**config.mk**
```make
export PLATFORM = sky130hd
export DESIGN_NAME = spi_ctl
export DESIGN_NICKNAME = d
export VERILOG_FILES = /design/src/rtl/spi_ctl_pkg.sv /design/src/rtl/spi_cfg_reg.sv /design/src/rtl/spi_clk_div.sv /design/src/rtl/spi_shift_eng.sv /design/src/rtl/spi_ctl.sv
export SDC_FILE = /design/constraint.sdc
export NUM_CORES = 1
export LEC_CHECK = 0
export ABC_CLOCK_PERIOD_IN_PS = 4200
export BUFFER_PORTS_ARGS = -buffer_cell sky130_fd_sc_hd__buf_4
export CORE_MARGIN = 8
export CORE_UTILIZATION = 54
export DETAILED_ROUTE_END_ITERATION = 10
export HOLD_SLACK_MARGIN = 0.05
export MAX_ROUTING_LAYER = met4
export PLACE_DENSITY_LB_ADDON = 0.12
export SLEW_MARGIN = 30
export SYNTH_ARGS = -nofsm -noshare
export SYNTH_HDL_FRONTEND = slang
export SYNTH_SLANG_ARGS = --single-unit
```
**constraint.sdc**
```tcl
create_clock -name clk -period 4.2 [get_ports clk]
set_clock_uncertainty 0.05 [all_clocks]
set_input_delay 0.84 -clock clk [delete_from_list [all_inputs] [get_ports clk]]
set_output_delay 0.84 -clock clk [all_outputs]
set_load 0.1 [all_outputs]
```
**src/rtl/spi_ctl_pkg.sv**
```systemverilog
package spi_ctl_pkg;
  localparam int CFG_W   = 9;
  localparam int SCALE_W = 3;
  localparam int OFS_CFG  = 'h0;
  localparam int OFS_STAT = 'h4;
  localparam int OFS_DATA = 'h8;

  typedef struct packed {
    logic               en;
    logic               cs_hi;
    logic               use_cs;
    logic               msb;
    logic               cpol;
    logic               cpha;
    logic [SCALE_W-1:0] scale;
  } cfg_t;

  localparam cfg_t CFG_RST = '{en: 1'b0, cs_hi: 1'b0, use_cs: 1'b1, msb: 1'b1,
                               cpol: 1'b0, cpha: 1'b0, scale: 3'd4};
endpackage

```
**src/rtl/spi_cfg_reg.sv**
```systemverilog
module spi_cfg_reg
  import spi_ctl_pkg::*;
(
  input  logic             clk,
  input  logic             rst_n,
  input  logic             wr_en,
  input  logic [CFG_W-1:0] wdata,
  output cfg_t             cfg_q
);
  always_ff @(posedge clk or negedge rst_n) begin
    if (!rst_n)     cfg_q <= CFG_RST;
    else if (wr_en) cfg_q <= cfg_t'(wdata);
  end
endmodule

```
**src/rtl/spi_clk_div.sv**
```systemverilog
module spi_clk_div #(
  parameter int SCALE_W = 3
) (
  input  logic               clk,
  input  logic               rst_n,
  input  logic               run,
  input  logic [SCALE_W-1:0] scale,
  output logic               tick
);
  localparam int CNT_W = (1 << SCALE_W) - 1;

  logic [CNT_W-1:0] cnt;
  logic [CNT_W-1:0] lim;
  logic [CNT_W:0]   pow;

  // half period H = 2^(scale-1), with scale 0 folded onto H = 1
  always_comb begin
    pow = '0;
    if (scale != '0) pow = {{CNT_W{1'b0}}, 1'b1} << (scale - 1'b1);
    lim = (scale == '0) ? '0 : CNT_W'(pow - 1'b1);
  end

  assign tick = run && (cnt == lim);

  always_ff @(posedge clk or negedge rst_n) begin
    if (!rst_n)       cnt <= '0;
    else if (!run)    cnt <= '0;
    else if (tick)    cnt <= '0;
    else              cnt <= cnt + 1'b1;
  end
endmodule

```
**src/rtl/spi_shift_eng.sv**
```systemverilog
module spi_shift_eng
  import spi_ctl_pkg::*;
#(
  parameter int BYTE_W = 8
) (
  input  logic              clk,
  input  logic              rst_n,
  input  logic              start,
  input  logic [BYTE_W-1:0] tx_byte,
  input  cfg_t              cfg,
  input  logic              tick,
  input  logic              miso,
  output logic              busy,
  output logic              sck_o,
  output logic              mosi_o,
  output logic [BYTE_W-1:0] rx_byte
);
  localparam int EDGES  = 2 * BYTE_W;
  localparam int EDGE_W = $clog2(EDGES);

  logic [EDGE_W-1:0] ecnt;
  logic [BYTE_W-1:0] tx_sr, rx_sr, rx_next;
  logic              sck_ph, leading, sample, launch, last;

  function automatic logic out_bit(logic [BYTE_W-1:0] v, logic msb);
    return msb ? v[BYTE_W-1] : v[0];
  endfunction

  function automatic logic [BYTE_W-1:0] shifted(logic [BYTE_W-1:0] v, logic msb);
    return msb ? {v[BYTE_W-2:0], 1'b0} : {1'b0, v[BYTE_W-1:1]};
  endfunction

  assign leading = ~ecnt[0];
  assign last    = (ecnt == EDGE_W'(EDGES - 1));
  assign sample  = tick && (leading ^ cfg.cpha);
  assign launch  = tick && !(leading ^ cfg.cpha) && !last;
  assign rx_next = cfg.msb ? {rx_sr[BYTE_W-2:0], miso} : {miso, rx_sr[BYTE_W-1:1]};
  assign sck_o   = sck_ph ^ cfg.cpol;

  always_ff @(posedge clk or negedge rst_n) begin
    if (!rst_n) begin
      busy    <= 1'b0;
      ecnt    <= '0;
      sck_ph  <= 1'b0;
      tx_sr   <= '0;
      rx_sr   <= '0;
      mosi_o  <= 1'b0;
      rx_byte <= '0;
    end else if (start) begin
      busy   <= 1'b1;
      ecnt   <= '0;
      sck_ph <= 1'b0;
      rx_sr  <= '0;
      if (cfg.cpha) begin
        tx_sr <= tx_byte;
      end else begin
        mosi_o <= out_bit(tx_byte, cfg.msb);
        tx_sr  <= shifted(tx_byte, cfg.msb);
      end
    end else if (tick) begin
      sck_ph <= ~sck_ph;
      if (sample) rx_sr <= rx_next;
      if (launch) begin
        mosi_o <= out_bit(tx_sr, cfg.msb);
        tx_sr  <= shifted(tx_sr, cfg.msb);
      end
      if (last) begin
        busy    <= 1'b0;
        ecnt    <= '0;
        rx_byte <= sample ? rx_next : rx_sr;
      end else begin
        ecnt <= ecnt + 1'b1;
      end
    end
  end
endmodule

```
**src/rtl/spi_ctl.sv**
```systemverilog
module spi_ctl
  import spi_ctl_pkg::*;
#(
  parameter int DATA_W = 32,
  parameter int ADDR_W = 4,
  parameter int BYTE_W = 8
) (
  input  logic              clk,
  input  logic              rst_n,
  input  logic              bus_we,
  input  logic [ADDR_W-1:0] bus_addr,
  input  logic [DATA_W-1:0] bus_wdata,
  output logic [DATA_W-1:0] bus_rdata,
  output logic              spi_sck,
  output logic              spi_mosi,
  input  logic              spi_miso,
  output logic              spi_cs
);
  localparam logic [ADDR_W-1:0] A_CFG  = ADDR_W'(OFS_CFG);
  localparam logic [ADDR_W-1:0] A_STAT = ADDR_W'(OFS_STAT);
  localparam logic [ADDR_W-1:0] A_DATA = ADDR_W'(OFS_DATA);

  cfg_t              cfg_q;
  logic              busy, tick, wr_cfg, start;
  logic [BYTE_W-1:0] rx_byte;
  logic              unused_wdata;

  assign unused_wdata = ^bus_wdata[DATA_W-1:CFG_W];
  assign wr_cfg = bus_we && (bus_addr == A_CFG) && !busy;
  assign start  = bus_we && (bus_addr == A_DATA) && cfg_q.en && !busy;

  spi_cfg_reg u_cfg (
    .clk   (clk),
    .rst_n (rst_n),
    .wr_en (wr_cfg),
    .wdata (bus_wdata[CFG_W-1:0]),
    .cfg_q (cfg_q)
  );

  spi_clk_div #(.SCALE_W(SCALE_W)) u_div (
    .clk   (clk),
    .rst_n (rst_n),
    .run   (busy),
    .scale (cfg_q.scale),
    .tick  (tick)
  );

  spi_shift_eng #(.BYTE_W(BYTE_W)) u_eng (
    .clk     (clk),
    .rst_n   (rst_n),
    .start   (start),
    .tx_byte (bus_wdata[BYTE_W-1:0]),
    .cfg     (cfg_q),
    .tick    (tick),
    .miso    (spi_miso),
    .busy    (busy),
    .sck_o   (spi_sck),
    .mosi_o  (spi_mosi),
    .rx_byte (rx_byte)
  );

  assign spi_cs = (busy && cfg_q.use_cs) ? cfg_q.cs_hi : ~cfg_q.cs_hi;

  always_comb begin
    case (bus_addr)
      A_CFG:   bus_rdata = DATA_W'(cfg_q);
      A_STAT:  bus_rdata = DATA_W'(busy);
      A_DATA:  bus_rdata = DATA_W'(rx_byte);
      default: bus_rdata = '0;
    endcase
  end
endmodule

```
; ---- Yosys cells after proc, flatten, opt, wreduce, memory -nomap -nowiden
; Cells that the tools add are included.
[op_classes]
n_bitwise = 6
n_eq_ne = 5
magnitude_cmp = 0
n_div = 0
n_shift = 1
addsub = 4
muxes = 30
n_mul = 0
reduce_logical = 23
[ops]
columns = cell, n
row1 = two-way mux 8 bit, 10
row2 = two-way mux 7 bit, 4
row3 = one-hot mux 9 bit (3 select lines), 1
row4 = two-way mux 1 bit, 12
row5 = two-way mux 4 bit, 3
row6 = logical AND 1 bit, 10
row7 = "equality test 4 bit, second input constant", 2
row8 = "adder 7 x 1 -> 7 bit, second input constant", 1
row9 = equality test 7 bit, 1
row10 = "<< shifter 1 x 3 -> 7 bit, first input constant", 1
row11 = "subtractor 7 x 1 -> 7 bit, second input constant", 1
row12 = AND reduction 3 bit, 2
row13 = nonzero test 2 bit, 3
row14 = "adder 4 x 1 -> 4 bit, second input constant", 1
row15 = "equality test 4 x 3 -> 1 bit, second input constant", 1
row16 = zero test 4 bit, 1
row17 = NOT 1 bit, 4
row18 = AND reduction 2 bit, 2
row19 = zero test 1 bit, 3
row20 = zero test 3 bit, 1
row21 = nonzero test 3 bit, 1
row22 = "subtractor 3 x 1 -> 3 bit, second input constant", 1
row23 = "inequality test 2 bit, second input constant", 1
row24 = bitwise XOR 1 bit, 2
[word_totals]
out_inout_bits = 35
register_bits = 47
elab_cells = 84
romBits = 0
mem_count = 0
latchBits = 0
mem_bits_rw = 0

; ---- Depth between registers and ports, before layout
[logic_depth]
ltp_word = 12
mapped_depth = 12
depth_no_buf = 9

; ---- Modules after synthesis
; Synthesis repeated with hierarchy kept, for this count alone.
[unflattened]
cells_unflattened = 326
area_unflattened_um2 = 3270.6
[modules_own_cells]
columns = module, seq_area_each_um2, instances, cells_each, area_per_inst_um2
row1 = spi_shift_eng, 775.7, 1, 182, 1841.8
row2 = spi_clk_div, 175.2, 1, 74, 660.6
row3 = spi_ctl, 0.0, 1, 51, 392.9
row4 = spi_cfg_reg, 229.0, 1, 19, 375.4

; ---- Least setup slack after synthesis
; OpenSTA, ideal clock, no wires.
[synth_path]
path_type = input to output
startpoint = in bus_addr[3]
endpoint = out bus_rdata[0]
arrival_time_ns = 3.401
path_slack_ns = -0.091
path_stages = 3
n_path_buf = 1
path_cell_list = buf_1 a31oi_1 nor3_1
[synth_between]
elab_chain_cells = 2
[synth_rtl]
columns = item, line_no
row1 = start: declaration, spi_ctl.sv:11  ; input logic [ADDR_W-1:0] bus_addr,
row2 = equality test 4 bit (tied with other cells), spi_ctl.sv:65  ; case (bus_addr)
row3 = one-hot mux 9 bit (3 select lines) (*), spi_ctl.sv:65
row4 = end: declaration, spi_ctl.sv:13  ; output logic [DATA_W-1:0] bus_rdata,
; Every way passes the cells marked *; elsewhere a longest branch is shown, timed or not.

; ---- Worst setup path in the final report
[layout_path]
startpoint = reg u_cfg.cfg_q[1] (netlist name)
endpoint = reg u_eng.rx_sr[3]
[layout_between]
elab_chain_cells = 11
[layout_rtl]
columns = item, line_no
row1 = subtractor 3 x 1 -> 3 bit, spi_clk_div.sv:19  ; if (scale != '0) pow = {{CNT_W{1'b0}}, 1'b1} << (scale - 1'b1);
row2 = << shifter 1 x 3 -> 7 bit, spi_clk_div.sv:19
row3 = two-way mux 7 bit, spi_clk_div.sv:19
row4 = subtractor 7 x 1 -> 7 bit, spi_clk_div.sv:20  ; lim = (scale == '0) ? '0 : CNT_W'(pow - 1'b1);
row5 = two-way mux 7 bit (*), spi_clk_div.sv:20
row6 = equality test 7 bit (*), spi_clk_div.sv:23  ; assign tick = run && (cnt == lim);
row7 = logical AND 1 bit (*), spi_clk_div.sv:23
row8 = logical AND 1 bit, spi_shift_eng.sv:35  ; assign sample = tick && (leading ^ cfg.cpha);
row9 = two-way mux 8 bit (3 in a row), --
row10 = end signal: assignment, spi_shift_eng.sv:62  ; if (sample) rx_sr <= rx_next;
row11 = end: declaration, spi_shift_eng.sv:22  ; logic [BYTE_W-1:0] tx_sr, rx_sr, rx_next;
; Every way passes the cells marked *; elsewhere a longest branch is shown, timed or not. The select of a mux whose other input is x is not followed.
; A chain may end at the register's enable or synchronous reset.

==> results.toml <==
[setup_path]
arrival_ps = 3550
crit_fanout = 19
critical_path_class = "reg -> reg"
end_kind = "flop"
startpoint_type = "flop"
critical_path_required_ps = 4370

[logic_synthesis]
synth.area.top_cells = "dfrtp_1 35%, mux2i_1 12%, mux2_2 7.1%"
avgSynthCellArea_um2 = 9.67
ys_dominant_reg_cell = "dfrtp_1"
synth-seq-cells = 47
async_flop_share_pct = 100
synth.distinct_cells = 59
synth_edf_count = 0
yosys.cell_count.top_type = "dfrtp_1"
yosysSeqAreaShare_pct = 37.4
yosysWarnings = 0
synthTopCellsByCount = "44 x dfrtp_1, 38 x mux2i_1, 35 x nor2_1"
netlist_area_um2 = 3150
yosys.area.top_type = "dfrtp_1"
syn-instance-count = 326
synth_top_area_share_pct = 34.9

[sta]
finalCritPeriodShare_pct = 80.6
finalSetupViolCount = 0
period_needed_ps = 3390
worst_pin_slew_ps = 627
setup_ws_ps = 815
hold_viol_final = 0
rsz0062_at_grt = "false"
slew_headroom_pct = 58.1
fmaxAchievable_mhz = 295
tns_ps = 0
slew_viol_final = 0

[detailed_routing]
drt_iter0_markers = 93
vias = 2369
vias_per_cell = 5.65
route.detailed.wl_per_inst_um = 16.0
route.detailed.drc = 0
drt_wl_total_um = 6710
antenna_left = 0
drt_pass1_iterations = 4

[clock_network]
clockBufferDepth = 2
cts_tree = "yes"
cts-root-buf = "clkbuf_8"
htreeDepth = 2
cts_setup_buffers = 0
worstSkewPairLatency_ps = 300
cts_resized = 0
clock_sinks = 47
cts_hold_buf = 0
path_clk_slew_ps = 90
cts_buffers = 5

[grt]
track_usage_pct = 16.6
grt_pass1_vias = 2365
antenna_found_initial = 0
grt_first_pass_wirelength_um = 11300
grt_overflow = 0
grt_max_degree = 48

[power_and_ir_drop]
p_switching_w = 0.000824
vdd_ir_drop_max_uv = 439
p_sw_share_pct = 43.2
power.leakage_nw = 1.58
power_density_nw_per_um2 = 561
comb_power_share_pct = 43.2
p_clk_share_pct = 18.1
intPower_w = 0.00109
seq_power_share_pct = 38.7

[job]
cap_viol_max_count = 0

[placed_design]
dpl-instance-area_um2 = 3290
dpl.cell_count = 411
io_buffers = 28
place_ws_ps = 799
routabilityCongestion = 0.768
place_hpwl_um = 4700

[final_layout]
drive_gt1_share_pct = 22.4
layout.cells.non_filler = 419
finalNetCount = 386
multi_input_area_um2 = 1750
syn_to_final_growth_pct = 7.98
regArea_um2 = 1180
n_antenna_cell = 0
fin_area_um2 = 3400
fin_util_pct = 58.9
num-fill-cells = 542

[floorplanning]
io_pins = 75
die_h_um = 92.4
initial_core_util_pct = 54.5
coreArea_um2 = 5780
rows = 28
die-area_um2 = 8540
fp.dieW_um = 92.4

[min_path]
hold_path_class = "reg -> reg"

[run_status]
status = "completed"
-- path summary, 6_finish.rpt --
| kind | slack, ps | from | to | cells after the start |
|---|---|---|---|---|
| min in group asynchronous | 500 | rst_n | u_eng.rx_sr[5] | 1 |
| min | 450 | u_eng.sck_ph | u_eng.sck_ph | 1 |
| max reg2reg | 810 | u_cfg.cfg_q[1] | u_eng.rx_sr[3] | 8 |
| min reg2reg | 450 | u_eng.sck_ph | u_eng.sck_ph | 1 |
| max in group asynchronous | 3200 | rst_n | u_eng.tx_sr[0] | 1 |
| max | 810 | u_cfg.cfg_q[1] | u_eng.rx_sr[3] | 8 |
-- power by group through the flow --
stage          Combinational, W  Clock (W)  Sequential, W
3_5_place_dp           0.000826          0       0.000745
2_1_floorplan          0.000726          0       0.000707
4_1_cts                0.000830   0.000354       0.000736
3_3_place_gp           0.000810          0       0.000740
6_report               0.000825   0.000347       0.000738
5_1_grt                0.000904   0.000373       0.000756
-- placed cells by master (no fill, tap or decap), drive strengths merged, types with 4 or more instances in the layout --
cell,instances
conb,23
o21ai,15
a21oi,7
buf,33
nand4b,4
a311o,7
mux2,20
mux2i,38
clkbuf,6
nand3,7
dfrtp,44
nand2,28
nor3,13
nor2,35
xor2,6
-- final cells by class --
cell class              instances  share of cell area [%]
clock buffers                   6                    2.43
clock inverters                 2                    1.03
inverters                       3                   0.331
multi-input cells             253                    51.5
flip-flops and latches         47                    34.7
well taps                      75                    2.76
repair buffers                 33                    7.28
-- critical path, cell delays in order, from the launching register on --
cell	delay, ps
dfrtp_1	700
or3b_2	490
ha_1	310
and4_1	250
nor3_1	200
a311oi_2	90
nor2_1	470
or3_1	500
mux2i_1	250
-- state kept, by name (all words and copies together) (netlist names) --
signal / flops
u_div.cnt: 7
u_eng.rx_sr: 8
u_eng.ecnt: 4
u_eng.mosi_o: 1
u_eng.tx_sr: 8
u_cfg.cfg_q: 9
u_eng.busy: 1
u_eng.rx_byte: 8
u_eng.sck_ph: 1
-- cell families after synthesis --
logic type,count (synthesis),synth area share [%]
adder cells (fa/ha/maj),3,1.19
other,1,0.119
XOR/XNOR,9,2.50
multiplexers,59,19.9
AND/OR/NAND/NOR,110,17.2
flip-flops,47,37.4
AO/OA/AOI/OAI,49,11.9
buffers and inverters,48,9.73
-- metal layers --
layer | up-vias | share of wire [%] | track usage [%]
met5 | - | 0 | -
met4 | 0 | 1.6 | 6.44
met3 | 9 | 3.9 | 3.32
met2 | 49 | 47 | 25.7
met1 | 1154 | 47 | 21.0
li1 | 1157 | - | -
-- metrics by stage --
step / hold WS, ps / total power, W
floorplan: 415 / 0.00143
global placement: 437 / 0.00155
detailed placement: 435 / 0.00157
CTS: 453 / 0.00192
global route: 476 / 0.00203
finish: 452 / 0.00191
(Power assumes the default switching activity.)
